$ cat src/rtl/ckg_pkg.sv
package ckg_pkg;
  localparam int MASK_W  = 32;
  localparam int NUM_DOM = 4;
  localparam int DOM_W   = $clog2(NUM_DOM);

  typedef logic [MASK_W-1:0] mask_t;

  typedef enum logic [DOM_W-1:0] {
    DOM_CPU = 2'd0,
    DOM_HSB = 2'd1,
    DOM_PBA = 2'd2,
    DOM_PBB = 2'd3
  } dom_e;
endpackage

$ cat src/rtl/ckg_mask_regs.sv
module ckg_mask_regs
  import ckg_pkg::*;
#(
  parameter int SELF_BIT   = 31,
  parameter int BRIDGE_BIT = 30
) (
  input  logic             clk_i,
  input  logic             rst_ni,
  input  logic             wr_en_i,
  input  logic [DOM_W-1:0] wr_dom_i,
  input  mask_t            wr_data_i,
  output mask_t            masks_o [NUM_DOM],
  output logic             locked_o
);
  mask_t masks_q [NUM_DOM];

  // unit loses its own clock or its bridge clock
  assign locked_o = ~masks_q[DOM_PBA][SELF_BIT] | ~masks_q[DOM_HSB][BRIDGE_BIT];

  for (genvar d = 0; d < NUM_DOM; d++) begin : g_dom
    always_ff @(posedge clk_i or negedge rst_ni) begin
      if (!rst_ni)                                           masks_q[d] <= '1;
      else if (wr_en_i && !locked_o && wr_dom_i == DOM_W'(d)) masks_q[d] <= wr_data_i;
    end
    assign masks_o[d] = masks_q[d];

    AST_LOCK_FREEZE: assert property (@(posedge clk_i) disable iff (!rst_ni)
      locked_o |=> $stable(masks_q[d]));
  end
endmodule

$ cat src/rtl/ckg_enable_gen.sv
module ckg_enable_gen
  import ckg_pkg::*;
#(
  parameter int                        NUM_MODS = 6,
  parameter logic [NUM_MODS*NUM_DOM-1:0] MOD_DOMS = '1
) (
  input  logic                clk_i,
  input  logic                rst_ni,
  input  mask_t               masks_i [NUM_DOM],
  output logic [NUM_MODS-1:0] mod_en_o
);
  logic [NUM_MODS-1:0] en_d;

  always_comb begin
    for (int m = 0; m < NUM_MODS; m++) begin
      en_d[m] = 1'b1;
      for (int d = 0; d < NUM_DOM; d++)
        if (MOD_DOMS[m*NUM_DOM+d] && !masks_i[d][m]) en_d[m] = 1'b0;
    end
  end

  // registered so enables only move on an edge
  always_ff @(posedge clk_i or negedge rst_ni) begin
    if (!rst_ni) mod_en_o <= '1;
    else         mod_en_o <= en_d;
  end

  for (genvar m = 0; m < NUM_MODS; m++) begin : g_mod
    for (genvar d = 0; d < NUM_DOM; d++) begin : g_dom
      if (MOD_DOMS[m*NUM_DOM+d]) begin : g_used
        AST_CLEARED_BIT_GATES: assert property (@(posedge clk_i) disable iff (!rst_ni)
          !masks_i[d][m] |=> !mod_en_o[m]);
      end
    end
  end
endmodule

$ cat src/rtl/ckg_access_ctrl.sv
module ckg_access_ctrl
  import ckg_pkg::*;
#(
  parameter int NUM_MODS = 6,
  parameter int ADDR_W   = 8,
  parameter int REG_W    = 4
) (
  input  logic                       clk_i,
  input  logic                       rst_ni,
  input  logic                       req_i,
  input  logic                       we_i,
  input  logic [ADDR_W-1:0]          addr_i,
  input  mask_t                      masks_i [NUM_DOM],
  input  logic                       locked_i,
  input  logic [NUM_MODS-1:0]        mod_en_i,
  input  logic [NUM_MODS*MASK_W-1:0] mod_rdata_i,
  output mask_t                      rdata_o,
  output logic                       err_o,
  output logic [NUM_MODS-1:0]        mod_sel_o,
  output logic                       mask_wr_en_o,
  output logic [DOM_W-1:0]           mask_wr_dom_o
);
  localparam int TGT_W = ADDR_W - REG_W;

  logic [TGT_W-1:0] tgt;
  logic [REG_W-1:0] reg_idx;
  assign tgt     = addr_i[ADDR_W-1:REG_W];
  assign reg_idx = addr_i[REG_W-1:0];
  assign mask_wr_dom_o = reg_idx[DOM_W-1:0];

  always_comb begin
    rdata_o      = '0;
    err_o        = 1'b0;
    mod_sel_o    = '0;
    mask_wr_en_o = 1'b0;
    if (req_i) begin
      if (tgt == '0) begin
        if (locked_i || reg_idx >= REG_W'(NUM_DOM)) begin
          err_o = 1'b1;
        end else if (we_i) begin
          mask_wr_en_o = 1'b1;
        end else begin
          for (int d = 0; d < NUM_DOM; d++)
            if (reg_idx == REG_W'(d)) rdata_o = masks_i[d];
        end
      end else begin
        err_o = 1'b1;
        for (int m = 0; m < NUM_MODS; m++) begin
          if (tgt == TGT_W'(m + 1) && mod_en_i[m]) begin
            err_o        = 1'b0;
            mod_sel_o[m] = 1'b1;
            if (!we_i) rdata_o = mod_rdata_i[m*MASK_W +: MASK_W];
          end
        end
      end
    end
  end

  AST_NO_SEL_GATED: assert property (@(posedge clk_i) disable iff (!rst_ni)
    (mod_sel_o & ~mod_en_i) == '0);
  AST_ERR_ZERO_DATA: assert property (@(posedge clk_i) disable iff (!rst_ni)
    err_o |-> rdata_o == '0);
  AST_SEL_ONEHOT: assert property (@(posedge clk_i) disable iff (!rst_ni)
    $onehot0(mod_sel_o));
  AST_NO_WRITE_LOCKED: assert property (@(posedge clk_i) disable iff (!rst_ni)
    locked_i |-> !mask_wr_en_o);
endmodule

$ cat src/rtl/clk_gate_ctrl.sv
module clk_gate_ctrl
  import ckg_pkg::*;
#(
  parameter int NUM_MODS   = 6,
  parameter int ADDR_W     = 8,
  parameter int SELF_BIT   = 31,
  parameter int BRIDGE_BIT = 30,
  // nibble per module: bit0 CPU, bit1 HSB, bit2 PBA, bit3 PBB
  parameter logic [NUM_MODS*4-1:0] MOD_DOMS =
    {4'b1011, 4'b0110, 4'b1000, 4'b0100, 4'b0010, 4'b0001}
) (
  input  logic                       clk_i,
  input  logic                       rst_ni,
  input  logic                       req_i,
  input  logic                       we_i,
  input  logic [ADDR_W-1:0]          addr_i,
  input  logic [31:0]                wdata_i,
  output logic [31:0]                rdata_o,
  output logic                       err_o,
  output logic [NUM_MODS-1:0]        mod_sel_o,
  input  logic [NUM_MODS*32-1:0]     mod_rdata_i,
  output logic [NUM_MODS-1:0]        mod_en_o
);
  localparam int REG_W = 4;

  mask_t            masks [NUM_DOM];
  logic             locked;
  logic             mask_wr_en;
  logic [DOM_W-1:0] mask_wr_dom;

  ckg_mask_regs #(
    .SELF_BIT  (SELF_BIT),
    .BRIDGE_BIT(BRIDGE_BIT)
  ) u_regs (
    .clk_i    (clk_i),
    .rst_ni   (rst_ni),
    .wr_en_i  (mask_wr_en),
    .wr_dom_i (mask_wr_dom),
    .wr_data_i(wdata_i),
    .masks_o  (masks),
    .locked_o (locked)
  );

  ckg_enable_gen #(
    .NUM_MODS(NUM_MODS),
    .MOD_DOMS(MOD_DOMS)
  ) u_en (
    .clk_i   (clk_i),
    .rst_ni  (rst_ni),
    .masks_i (masks),
    .mod_en_o(mod_en_o)
  );

  ckg_access_ctrl #(
    .NUM_MODS(NUM_MODS),
    .ADDR_W  (ADDR_W),
    .REG_W   (REG_W)
  ) u_acc (
    .clk_i        (clk_i),
    .rst_ni       (rst_ni),
    .req_i        (req_i),
    .we_i         (we_i),
    .addr_i       (addr_i),
    .masks_i      (masks),
    .locked_i     (locked),
    .mod_en_i     (mod_en_o),
    .mod_rdata_i  (mod_rdata_i),
    .rdata_o      (rdata_o),
    .err_o        (err_o),
    .mod_sel_o    (mod_sel_o),
    .mask_wr_en_o (mask_wr_en),
    .mask_wr_dom_o(mask_wr_dom)
  );

  AST_EN_LAGS_WRITE: assert property (@(posedge clk_i) disable iff (!rst_ni)
    (req_i && we_i && !err_o && addr_i[ADDR_W-1:REG_W] == '0) |-> ##1 $stable(mod_en_o));
endmodule

$ cat config.mk
export PLATFORM = sky130hd
export DESIGN_NAME = clk_gate_ctrl
export DESIGN_NICKNAME = d
export VERILOG_FILES = /design/src/rtl/ckg_pkg.sv /design/src/rtl/ckg_mask_regs.sv /design/src/rtl/ckg_enable_gen.sv /design/src/rtl/ckg_access_ctrl.sv /design/src/rtl/clk_gate_ctrl.sv
export SDC_FILE = /design/constraint.sdc
export NUM_CORES = 1
export LEC_CHECK = 0
export ABC_AREA = 0
export BUFFER_PORTS_ARGS = -buffer_cell sky130_fd_sc_hd__clkbuf_2
export CORE_UTILIZATION = 33
export CTS_CLUSTER_SIZE = 12
export DETAILED_ROUTE_END_ITERATION = 16
export GPL_TIMING_DRIVEN = 0
export PLACE_DENSITY = 0.59
export SLEW_MARGIN = 25
export SYNTH_ARGS = -nofsm -noshare
export SYNTH_HDL_FRONTEND = slang
export SYNTH_SLANG_ARGS = --single-unit
$ cat constraint.sdc
create_clock -name clk_i -period 2.35 [get_ports clk_i]
set_input_delay 0.235 -clock clk_i [delete_from_list [all_inputs] [get_ports clk_i]]
set_output_delay 0.235 -clock clk_i [all_outputs]
set_load 0.03 [all_outputs]
==> results of run 1 <==
==> power by group through the flow <==
| stage | sequential [mW] | combinational, mW | clock (mW) |
|---|---|---|---|
| after floorplan | 2.35 | 0.128 | 0 |
| after global placement | 2.35 | 0.476 | 0 |
| after detailed placement | 2.35 | 0.485 | 0 |
| after CTS | 2.32 | 0.512 | 2.70 |
| after global routing | 2.32 | 0.562 | 2.81 |
| final | 2.32 | 0.516 | 2.65 |
==> layout by cell type, fill, tap and decap left out, drive strengths merged, types with 2 or more instances in the layout <==
cell type,count
or3,2
mux2,128
mux4,9
o22ai,32
or4,2
a211oi,23
inv,5
nor3,38
a21oi,46
nand3,3
nand2b,4
bufinv,2
buf,62
diode,3
o21ai,33
a22oi,32
nor2b,46
dfstp,134
a221oi,32
nor4,3
nand2,6
nor2,35
nand4b,2
a22o,32
clkinv,6
clkbuf,322
and2,5
==> final timing paths <==
| path | startpoint | to | slack, ns | cells after the start |
|---|---|---|---|---|
| worst max register to register | u_regs.masks_o[94] | u_regs.masks_o[104] | 0.23 | 7 |
| worst min register to register | u_regs.masks_o[34] | u_en.mod_en_o[2] | 0.37 | 0 |
| worst min-delay path | wdata_i[21] | u_regs.masks_o[117] | 0.1 | 2 |
| min in group asynchronous | rst_ni | u_regs.masks_o[51] | 0.20 | 1 |
| max in group asynchronous | rst_ni | u_regs.masks_o[70] | 1.74 | 2 |
| worst max-delay path | u_en.mod_en_o[3] | rdata_o[13] | -0.27 | 7 |
==> cell families (layout without fill, tap and decap cells) <==
kind of cell	count (synthesis)	count (layout)	synth area share
and+or+nand+nor	150	150	0.1060
buffers and inverters	74	399	0.04125
muxes	137	137	0.2069
other	0	3	0
AOI/OAI and AO/OA	234	234	0.2028
DFF	134	134	0.4431
==> metal layers <==
metal | up-vias | GRT usage | share of wire
met5 | - | 0 | 0.00043
met4 | 2 | 0.09894 | 0.029
met3 | 45 | 0.05672 | 0.074
met2 | 283 | 0.3959 | 0.48
met1 | 3648 | 0.2987 | 0.42
li1 | 3432 | - | -
==> through the flow <==
| step | area (um^2) | setup WS (ns) | hold WS, ns |
|---|---|---|---|
| after floorplan | 7946 | 0.1050 | 0.08716 |
| after global placement | 9732 | -0.7190 | 0.3604 |
| after detailed placement | 9768 | -0.7356 | 0.3614 |
| after CTS | 11120 | -0.2749 | 0.08829 |
| after global routing | 11300 | -0.3480 | 0.09442 |
| final | 11300 | -0.2685 | 0.09657 |
==> area by class of cell <==
cell class / instances / area share
antenna: 3 / 0.0006642
inverter: 2 / 0.0006642
tap: 319 / 0.03531
clock inverter: 12 / 0.01295
clock buffer: 19 / 0.04008
timing repair buffer: 297 / 0.1638
sequential: 134 / 0.3115
multi-input combinational: 521 / 0.3885
buffer: 69 / 0.04650
==> what timing repair did <==
action	CTS	global route
gates resized for setup	186	55
setup endpoints to repair	35	34
pin swaps	30	7
endpoints found under the hold margin	0	0
buffers inserted	11	4
cloned	3	1
==> flip-flops by register name, summed over array words and instances (netlist names) <==
signal,flops
u_regs.masks_o,128
u_en.mod_en_o,6
==> summary.md, run 1 <==
| Metric | Value |
|---|---|
| Status | finished, violations left |
| Failing checks | negative setup slack |
| Critical Path RT | 2.12 ns |
| Vias per cell | 5.385 |
| TritonCTS Buffers | 17 |
| Post-synthesis sequential area ratio | 0.4431 |
| Total gr overflow | 0 |
| GPL Wtd Cong | roughly 0.87 |
| Latest clock arrival within the worst-skew pair | 0.42 ns |
| First-pass GRT wire length | 43420 um |
| Number of flops mapped to enable cells by yosys | 0 |
| Post-Syn Nets | 965 |
| H-Tree Depth | 4 |
| Asr flop ratio synth | 1.000 |
| Comb pwr share | 0.094 |
| Die H | 157.2 um |
| Cell family with most CP delay | simple AND/OR/NAND/NOR gates |
| Sequential standard cell area | around 3500 um^2 |
| Max-cap check violation count | 0 |
| Top cells by area, synth | dfstp_2 (44%), mux2_2 (18%), nor2b_1 (3.6%) |
| VDD IR-drop max | 0.5092 mV |
| Layout cells sized above 1 | 0.6717 |
| Flop pwr share | 0.423 |
| Hold WC Path Type | input port to flip-flop |
| Synth Register Bits | 134 |
| Fillcell total | 2266 |
| DR WL/cell | 21.75 um |
| PwrDens | 485.1 nW/um^2 |
| Worst-Margin Slew | 0.6681 ns |
| Die width | 157.2 um |
| Final Max Tran Viols | 0 |
| Post-synthesis cell type count | 41 |
| Mapped Area | 7946 um^2 |
| Dpl cells | 1326 |
| Critical Path, Cell by Cell | nand2b_4 -> or4_4 -> clkbuf_8 -> o22ai_4 -> nor3_2 -> a22o_1 -> clkbuf_8 |
| RSZ-0062 raised after global routing | yes |
| Warnings, synthesis | 0 |
| Crit-path max FO | 6 |
| Net switching power | ~1.3 mW |
| Critical path buffer and inverter count | 2 |
| Mapped Cells | 729 |
| Slew margin rel. | 0.5546 |
| Leakage | 4.910 nW |
| Worst path arrival time | roughly 2.4 ns |
| Setup TNS | -7.368 ns |
| DRT iter0 DRCs | 472 |
| Worst setup path category | flip-flop to output port |
| Count leader, synth | dfstp_2 |
| Most common flop cell mapped by yosys | dfstp_2 |
| Power share of the clock group | 0.483 |
| Synth top cells by count | dfstp_2 (134), mux2_2 (126), a21oi_1 (46), clkbuf_1 (46), nor2b_1 (46) |
| Gr usage total | 0.2394 |
| Clock Root Buffer | clkbuf_16 |
| Non-Filler Instances | 1376 |
| Nets | approximately 1300 |
| Final core utilization | 0.4801 |
| Starting density of the core | 0.3375 |
| DRC Markers | 0 |
| Post-DRT Antenna Nets | 0 |
| Sink Count | 134 |
| Syn avg cell area | approximately 11 um^2 |
| Hpwl dp | 22690 um |
| Ports | 281 |
| Crit path largest cell delay | roughly 0.57 ns |
| Fin worst setup slack | -0.2685 ns |
| CORE AREA | between 20000 and 25000 um^2 |
| Post-Route WL | 29930 um |
| Design Power | 5.483 mW |
| Antenna violations before repair | 4 |
| Final setup fails | 32 |
| Critical-path top delay cell | dfstp_2 |
| Net Sw Frac | 0.2410 |
| Row cnt | 56 |
| Synth top area share | 0.4431 |
| CTS tree | done |
| Clk_skew | 0.005851 ns |
| Pint | 4.161 mW |
| Multi-input gate area | 4390 um^2 |
| Port Buffer Count | 277 |
| Area Overhead vs Synth | 42.23% |
| Leading area contributor after synthesis | dfstp_2 |
| F_max | 381.9 MHz |
| CTS max path bufs | 2 |
| Worst-path clk slew | 0.06 ns |
| Vias in the first global route | between 7000 and 8000 |
| Worst Setup End Kind | output port |
| CP most frequent cell | clkbuf_8 |
| DRT Pass-1 Iters | 5 |
| Final worst path period share | 1.114 |
| Largest net degree at the start of global routing | a little under 80 |
| CP Launch Type | flip-flop |
| Vias post-DR | 7410 |
| Fin crit period | 2.619 ns |
| Fin. Hold Viols | 0 |
| Hold buffer count at CTS | 0 |
| Die area | about 25000 um^2 |
Power figures use the tool's default switching activity.
==> run 2, diff against run 1 <==
--- a/config.mk
+++ b/config.mk
@@ -5,13 +5,14 @@
 export SDC_FILE = /design/constraint.sdc
 export NUM_CORES = 1
 export LEC_CHECK = 0
-export ABC_AREA = 0
+export ABC_AREA = 1
 export BUFFER_PORTS_ARGS = -buffer_cell sky130_fd_sc_hd__clkbuf_2
 export CORE_UTILIZATION = 33
 export CTS_CLUSTER_SIZE = 12
 export DETAILED_ROUTE_END_ITERATION = 16
 export GPL_TIMING_DRIVEN = 0
-export PLACE_DENSITY = 0.59
+export HOLD_SLACK_MARGIN = 0.12
+export PLACE_DENSITY = 0.57
 export SLEW_MARGIN = 25
 export SYNTH_ARGS = -nofsm -noshare
 export SYNTH_HDL_FRONTEND = slang
==> run 2 against run 1 <==
Compared with the run above:
- the run still ends with negative setup slack left
- utilization fell by 0.80 points
- die area grew 19%
- synthesized cell count grew 110%
- critical path type unchanged
==> summary.md, run 2 <==
| Metric | Value |
|---|---|
| Status | finished, violations left |
| Failing checks | negative setup slack |
| R2R Path Start | u_regs.masks_o[94] |
| Warnings, synthesis | 0 (unchanged) |
| Worst hold margin | 0.1171 ns (+0.02052 ns) |
| Final Instance Area | 13260 um^2 (+17%) |
| Post-synthesis sequential area ratio | 0.3701 (-0.07296) |
| Clock Root Buffer | clkbuf_16 |
| Final worst path period share | 1.065 (-0.04886) |
| Vias per cell | 4.766 (-11%) |
| CP startpoint | u_en.mod_en_o[0] |
| F_max | 399.4 MHz (+4.6%) |
| Worst Setup End Kind | output port |
| Commonest non-fill, non-tap cell in the layout | nand2_1 |
| Worst-Margin Slew | 0.9227 ns (+0.2547 ns) |
| Ports | 281 (unchanged) |
| Critical-path top delay cell | dfstp_2 |
| Fin. Hold Viols | 0 (unchanged) |
| Worst R2R Setup Slack | 0.37 ns (+0.14 ns) |
| Most frequent cells in the layout | nand2_1 (621), clkbuf_2 (254), inv_1 (213) |
| RSZ-0062 raised after global routing | yes |
| First-pass GRT wire length | 57170 um (+32%) |
| Max-cap check violation count | 0 (unchanged) |
| Setup crit end | rdata_o[13] |
| Critical Path, Cell by Cell | nand3_4 -> nor2_4 -> buf_12 -> buf_8 -> nand2_1 -> nand2_1 -> nand2_1 -> nand2_1 -> nand2_1 -> nand2_1 -> nand2_1 -> a21oi_2 -> clkbuf_8 |
| Final Max Tran Viols | 0 (unchanged) |
| Clk_skew | 0.008585 ns (+0.002734 ns) |
| Reg2reg path depth | 6 (-1) |
| Final setup fails | 31 (-3.1%) |
| Area after DPL | 11420 um^2 (+17%) |
| CTS tree | done |
| TritonCTS Buffers | 17 (unchanged) |
| Count leader, synth | nand2_1 |
| DRC Markers | 0 (unchanged) |
| CP Launch Type | flip-flop |
| Critical path buffer and inverter count | 3 (+1) |
| Die H | 171.8 um (+9.3%) |
| Latest clock arrival within the worst-skew pair | 0.44 ns (+0.02 ns) |
| Largest net degree at the start of global routing | 71 (-9.0%) |
| Fin crit period | 2.504 ns (-0.1148 ns) |
| Post-DRT Antenna Nets | 0 (unchanged) |
| Critical Path RT | 2.12 ns (about the same) |
| Row cnt | 61 (+8.9%) |
| Hpwl dp | 29750 um (+31%) |
| Crit path largest cell delay | 0.55 ns (-0.02 ns) |
| H-Tree Depth | 4 (unchanged) |
| Nets | 2127 (+66%) |
| PwrDens | 418.9 nW/um^2 (-14%) |
| Asr flop ratio synth | 1.000 (unchanged) |
| Vias in the first global route | 10130 (+40%) |
| Most common flop cell mapped by yosys | dfstp_2 |
| Antenna violations before repair | 1 (-3) |
| VDD IR-drop max | 0.5386 mV (+5.8%) |
| Synth top cells by count | nand2_1 (675), inv_1 (217), o21ai_1 (140) |
| Total gr overflow | 0 (unchanged) |
| Worst-path clk slew | 0.06 ns (about the same) |
| Slew margin rel. | 0.3848 (-0.1698) |
| Post-Route WL | 38570 um (+29%) |
| Mapped Area | 9513 um^2 (+20%) |
| Syn avg cell area | 6.165 um^2 (-43%) |
| RR Endpoint | u_regs.masks_o[31] |
| Post-Syn Nets | 1779 (+84%) |
| Vias post-DR | 10880 (+47%) |
| CP most frequent cell | nand2_1 |
| Cell family with most CP delay | simple AND/OR/NAND/NOR gates |
| Worst setup path category | flip-flop to output port |
| Gr usage total | 0.2593 (+0.01983) |
| Setup TNS | -2.764 ns (+4.604 ns) |
| Leakage | 6.607 nW (+35%) |
| DRT Pass-1 Iters | 8 (+3) |
| DR WL/cell | 16.90 um (-22%) |
| Port Buffer Count | 279 (+0.72%) |
| Number of flops mapped to enable cells by yosys | 0 (unchanged) |
| Starting density of the core | 0.3387 (+0.001162) |
| Multi-input gate area | 5130 um^2 (+17%) |
| Synth Register Bits | 134 (unchanged) |
| Synth top area share | 0.3701 (-0.07296) |
| CORE AREA | 28090 um^2 (+19%) |
| Top cells by area, synth | dfstp_2 (37%), nand2_1 (27%), inv_1 (8.6%) |
| Die width | 171.8 um (+9.3%) |
| Antenna cell count | 0 (-3) |
| Crit-path max FO | 10 (+4) |
| Fin worst setup slack | -0.1537 ns (+0.1148 ns) |
| Post-synthesis cell type count | 27 (-34%) |
| Die area | 29510 um^2 (+19%) |
| CTS max path bufs | 2 (unchanged) |
| Mapped Cells | 1543 (+110%) |
| Sequential standard cell area | 3521 um^2 (unchanged) |
| Final core utilization | 0.4721 (-0.007957) |
| Area Overhead vs Synth | 39.39% |
| Sink Count | 134 (unchanged) |
| Leading area contributor after synthesis | dfstp_2 |
| Pre-CTS WS | -0.4305 ns (+0.3051 ns) |
| Layout cells sized above 1 | 0.3256 (-0.3461) |
| DRT iter0 DRCs | 765 (+62%) |
| Max reg flops | 128 (unchanged) |
| Hold WC Path Type | input port to asynchronous set/reset pin |
| Worst path arrival time | 2.27 ns (-0.11 ns) |
| Fillcell total | 3064 (+35%) |
| GPL Wtd Cong | 0.9285 (+6.4%) |
| Worst path depth | 13 (+6) |
-- run 2: cell count changes in the layout (fill, tap and decap cells not counted), moves of 46 or more --
| cell | previous run | this run |
|---|---|---|
| inv_1 | 2 | 213 |
| mux2_2 | 126 | 0 |
| nand2_1 | 4 | 621 |
| nand2_2 | 2 | 48 |
| nor2b_1 | 46 | 0 |
| o21ai_1 | 25 | 144 |
-- run 2: worst reg2reg max path, delay by kind of cell (launching register included) --
family	cells	cell delay [ns]
AND/OR/NAND/NOR	3	0.55
flip-flops	1	0.55
buffers and inverters	2	0.58
AO/OA/AOI/OAI	1	0.23
-- run 2: worst min path at each step --
stage | start | end | slack, ns
floorplan | rst_ni | u_en.mod_en_o[0] | 0.09
global placement | u_regs.masks_o[34] | u_en.mod_en_o[2] | 0.37
detailed placement | u_regs.masks_o[34] | u_en.mod_en_o[2] | 0.37
CTS | wdata_i[26] | u_regs.masks_o[90] | 0.13
global route | wdata_i[0] | u_regs.masks_o[64] | 0.14
finish | rst_ni | u_regs.masks_o[85] | 0.12
-- run 2: kinds of logic (layout without fill, tap and decap cells) --
family	count (synthesis)	after routing	synth area share
buf+inv	320	681	0.1311
flops	134	134	0.3701
compound gates	239	239	0.1289
simple gates	850	850	0.3699
-- run 2: metal layers --
metal,global-route usage,wire (um),vias up
met5,0,13,-
li1,-,-,5448
met3,0.04947,2609,64
met4,0.09427,1251,2
met1,0.3168,16170,4974
met2,0.4510,18520,389
-- run 2: layout make-up --
class | count | share of cell area
Sequential cell | 134 | 0.2655
Tap cell | 378 | 0.03567
Buffer | 93 | 0.04171
Multi-Input combinational cell | 1089 | 0.3869
Clock inverter | 15 | 0.01161
Clock buffer | 17 | 0.03208
Inverter | 227 | 0.06596
Timing Repair Buffer | 329 | 0.1606
-- run 2: repair_timing --
action / CTS / global route
pin swaps: 18 / 36
hold endpoints to repair: 100 / 0
buffers inserted: 11 / 5
gates resized for setup: 150 / 124
cloned: 5 / 1
hold buffers: 27 / 0
endpoints found under the setup margin: 35 / 32
-- run 2: per-stage QoR --
| stage | power, mW | std cells |
|---|---|---|
| finish | 5.555 | 2282 |
| detailed placement | 2.888 | 2201 |
| global route | 5.734 | 2282 |
| CTS | 5.583 | 2276 |
| floorplan | 2.535 | 1543 |
| global placement | 2.883 | 2200 |
-- run 2: power breakdown --
| group | leakage (nW) | switching, mW | total, mW | internal [mW] |
|---|---|---|---|---|
| sequential | 1.38 | 0 | 2.32 | 2.32 |
| combinational | 4.95 | 0.354 | 0.589 | 0.235 |
| clock | 0.276 | 1.08 | 2.65 | 1.56 |
| total | 6.61 | 1.44 | 5.56 | 4.12 |
==> run 3, diff against run 2 <==
--- a/config.mk
+++ b/config.mk
@@ -16,4 +16,5 @@
 export SLEW_MARGIN = 25
 export SYNTH_ARGS = -nofsm -noshare
 export SYNTH_HDL_FRONTEND = slang
+export SYNTH_HIERARCHICAL = 1
 export SYNTH_SLANG_ARGS = --single-unit
==> run 3 against run 2 <==
Compared with the run above:
- the flow still finishes with violations (negative setup slack)
- critical path depth down 5
- cell count up 3.8%
- total power up 2.4%
- largest power group unchanged
==> summary.md, run 3 <==
| Metric | Value |
|---|---|
| First-pass GRT wire length | 60620 um (+6.0%) |
| Area after DPL | 11890 um^2 (+4.1%) |
| Worst-path clk slew | 0.06 ns (about the same) |
| CTS tree | done |
| R2R Path Start | u_regs/masks_o[94] |
| Die area | 30930 um^2 (+4.8%) |
| TritonCTS Buffers | 17 (unchanged) |
| Ports | 281 (unchanged) |
| Vias post-DR | 11410 (+4.9%) |
| Synth Register Bits | 134 (unchanged) |
| Largest net degree at the start of global routing | 80 (+13%) |
| Worst hold start | addr_i[0] |
| Design Power | 5.689 mW (+2.4%) |
| Latest clock arrival within the worst-skew pair | 0.42 ns (-0.02 ns) |
| Post-Syn Nets | 1842 (+3.5%) |
| Status | finished, violations left |
| Mapped Cells | 1606 (+4.1%) |
| Syn avg cell area | 6.212 um^2 (+0.75%) |
| Hold WC Path Type | input port to flip-flop |
| Final setup fails | 32 (+3.2%) |
| Gr usage total | 0.2584 (-0.0008248) |
| F_max | 374.1 MHz (-6.3%) |
| Vias in the first global route | 10860 (+7.3%) |
| Vias per cell | 4.816 (+1.0%) |
| Asr flop ratio synth | 1.000 (unchanged) |
| H-Tree Depth | 4 (unchanged) |
| Total gr overflow | 0 (unchanged) |
| Synth top cells by count | nand2_1 (782), inv_1 (162), dfstp_2 (134) |
| Antenna violations before repair | 0 (-1) |
| Max-cap check violation count | 0 (unchanged) |
| Final core utilization | 0.4636 (-0.008554) |
| Clk_skew | 0.004990 ns (-0.003595 ns) |
| Nets | 2203 (+3.6%) |
| Final Instance Area | 13780 um^2 (+3.9%) |
| Leading area contributor after synthesis | dfstp_2 |
| Post-synthesis sequential area ratio | 0.3529 (-0.01718) |
| Clock Root Buffer | clkbuf_16 |
| Mapped Area | 9976 um^2 (+4.9%) |
| Die width | 175.9 um (+2.4%) |
| Hpwl dp | 30710 um (+3.2%) |
| Port Buffer Count | 278 (-0.36%) |
| Most frequent cells in the layout | nand2_1 (761), clkbuf_2 (253), inv_1 (157) |
| Number of flops mapped to enable cells by yosys | 0 (unchanged) |
| Area Overhead vs Synth | 38.09% |
| Final Max Tran Viols | 0 (unchanged) |
| Worst Setup End Kind | output port |
| Worst-Margin Slew | 0.7797 ns (-0.1430 ns) |
| Fin. Hold Viols | 0 (unchanged) |
| DRT iter0 DRCs | 940 (+23%) |
| Most common flop cell mapped by yosys | dfstp_2 |
| Fin crit period | 2.673 ns (+0.1691 ns) |
| Commonest non-fill, non-tap cell in the layout | nand2_1 |
| Leakage | 7.243 nW (+9.6%) |
| Fin worst setup slack | -0.3229 ns (-0.1691 ns) |
| Top cells by area, synth | dfstp_2 (35%), nand2_1 (29%), inv_1 (6.1%) |
| DR WL/cell | 17.33 um (+2.5%) |
| Worst R2R Setup Slack | 0.10 ns (-0.27 ns) |
| Max reg flops | 128 (unchanged) |
| Die H | 175.9 um (+2.4%) |
| RR Endpoint | u_regs/masks_o[103] |
| Reg2reg path depth | 12 (+6) |
| Row cnt | 63 (+3.3%) |
| Post-Route WL | 41060 um (+6.5%) |
| Post-synthesis cell type count | 26 (-3.7%) |
| CORE AREA | 29720 um^2 (+5.8%) |
| Synth top area share | 0.3529 (-0.01718) |
| VDD IR-drop max | 0.5340 mV (-0.86%) |
| DRC Markers | 0 (unchanged) |
| Slew margin rel. | 0.4802 (+0.09537) |
| PwrDens | 413.0 nW/um^2 (-1.4%) |
| Starting density of the core | 0.3357 (-0.003003) |
| Hold depth | 4 |
| Dpl cells | 2275 (+3.4%) |
| Final worst path period share | 1.137 (+0.07198) |
| Pre-CTS WS | -0.3904 ns (+0.04012 ns) |
| CTS max path bufs | 2 (unchanged) |
| Count leader, synth | nand2_1 |
| Sink Count | 134 (unchanged) |
| Warnings, synthesis | 6 (+6) |
| Post-DRT Antenna Nets | 0 (unchanged) |
| Worst setup path category | flip-flop to output port |
| Non-Filler Instances | 2369 (+3.8%) |
| GPL Wtd Cong | 0.9006 (-3.0%) |
| Worst path arrival time | 2.44 ns (+0.17 ns) |
| Layout cells sized above 1 | 0.3254 (about the same) |
| Worst hold endpoint | u_regs/masks_o[127] |
| Antenna cell count | 0 (unchanged) |
| DRT Pass-1 Iters | 5 (-3) |
| Crit-path max FO | 5 (-5) |
| Critical Path RT | 2.12 ns (about the same) |
| CP Launch Type | flip-flop |
| RSZ-0062 raised after global routing | yes |
| Failing checks | negative setup slack |
run 3: cell types whose count changed after synthesis, moves of 30 or more:
cell     change
nand2_1    +107
o21ai_1     -90
nand3_1     +71
inv_1       -55
nand4_1     +33
buf_2       +31
o21ai_0     -30
run 3: cell families (layout without fill, tap and decap cells):
logic type | Yosys count | count (layout) | synth area share
compound gates | 127 | 127 | 0.07613
buf+inv | 294 | 667 | 0.1247
flops | 134 | 134 | 0.3529
simple gates | 1051 | 1051 | 0.4463
run 3: worst max-delay path, cell delays in order (launching register included):
cell	delay, ns
dfstp_2	0.56
nand2_4	0.06
nor2_4	0.08
nand4_1	0.18
nor2_4	0.21
buf_8	0.15
o211ai_1	0.23
a21oi_2	0.32
clkbuf_8	0.21
run 3: area by class of cell:
| class | count | area (um^2) |
|---|---|---|
| fillers | 3124 | 15940 |
| multi-input cells | 1178 | 5454 |
| flip-flops and latches | 134 | 3521 |
| repair buffers | 342 | 2295 |
| plain buffers | 112 | 726.9 |
| inverters | 182 | 693.2 |
| well taps | 390 | 488.0 |
| clock buffers | 21 | 470.5 |
| clock inverters | 10 | 127.6 |
run 3: per-layer routing:
| metal | global-route usage | part of all wire |
|---|---|---|
| met1 | 0.3242 | 0.42 |
| met2 | 0.4453 | 0.48 |
| met3 | 0.04329 | 0.070 |
| met4 | 0.08949 | 0.026 |
| met5 | 0 | 0 |
run 3: worst max-delay path by stage:
stage | from | end | slack [ns] | cells after the start
floorplan | u_en/mod_en_o[3] | rdata_o[10] | 0.23 | 11
global placement | u_regs/masks_o[94] | rdata_o[14] | -0.45 | 8
detailed placement | u_regs/masks_o[94] | rdata_o[14] | -0.39 | 8
CTS | u_regs/masks_o[94] | rdata_o[11] | -0.34 | 9
global route | u_regs/masks_o[94] | rdata_o[9] | -0.36 | 9
finish | u_regs/masks_o[94] | rdata_o[14] | -0.32 | 8
run 3: per-stage QoR:
step	hold slack (ns)	setup TNS, ns
2_1_floorplan	0.08716	0
3_3_place_gp	0.3702	-39.30
3_5_place_dp	0.3729	-4.466
4_1_cts	0.1221	-8.647
5_1_grt	0.1610	-9.374
6_report	0.1434	-6.662
run 3: what timing repair did:
action,4_1_cts,5_1_grt
gates cloned,3,6
setup endpoints to repair,112,153
hold buffers,33,0
resized for setup,89,113
endpoints found under the hold margin,167,0
pin swaps,30,32
buffers inserted,14,9
run 3: power by group:
part | switching [mW] | internal (mW) | leakage [nW]
combinational | 0.414 | 0.248 | 5.56
sequential | 0.000178 | 2.32 | 1.38
clock | 0.972 | 1.73 | 0.298
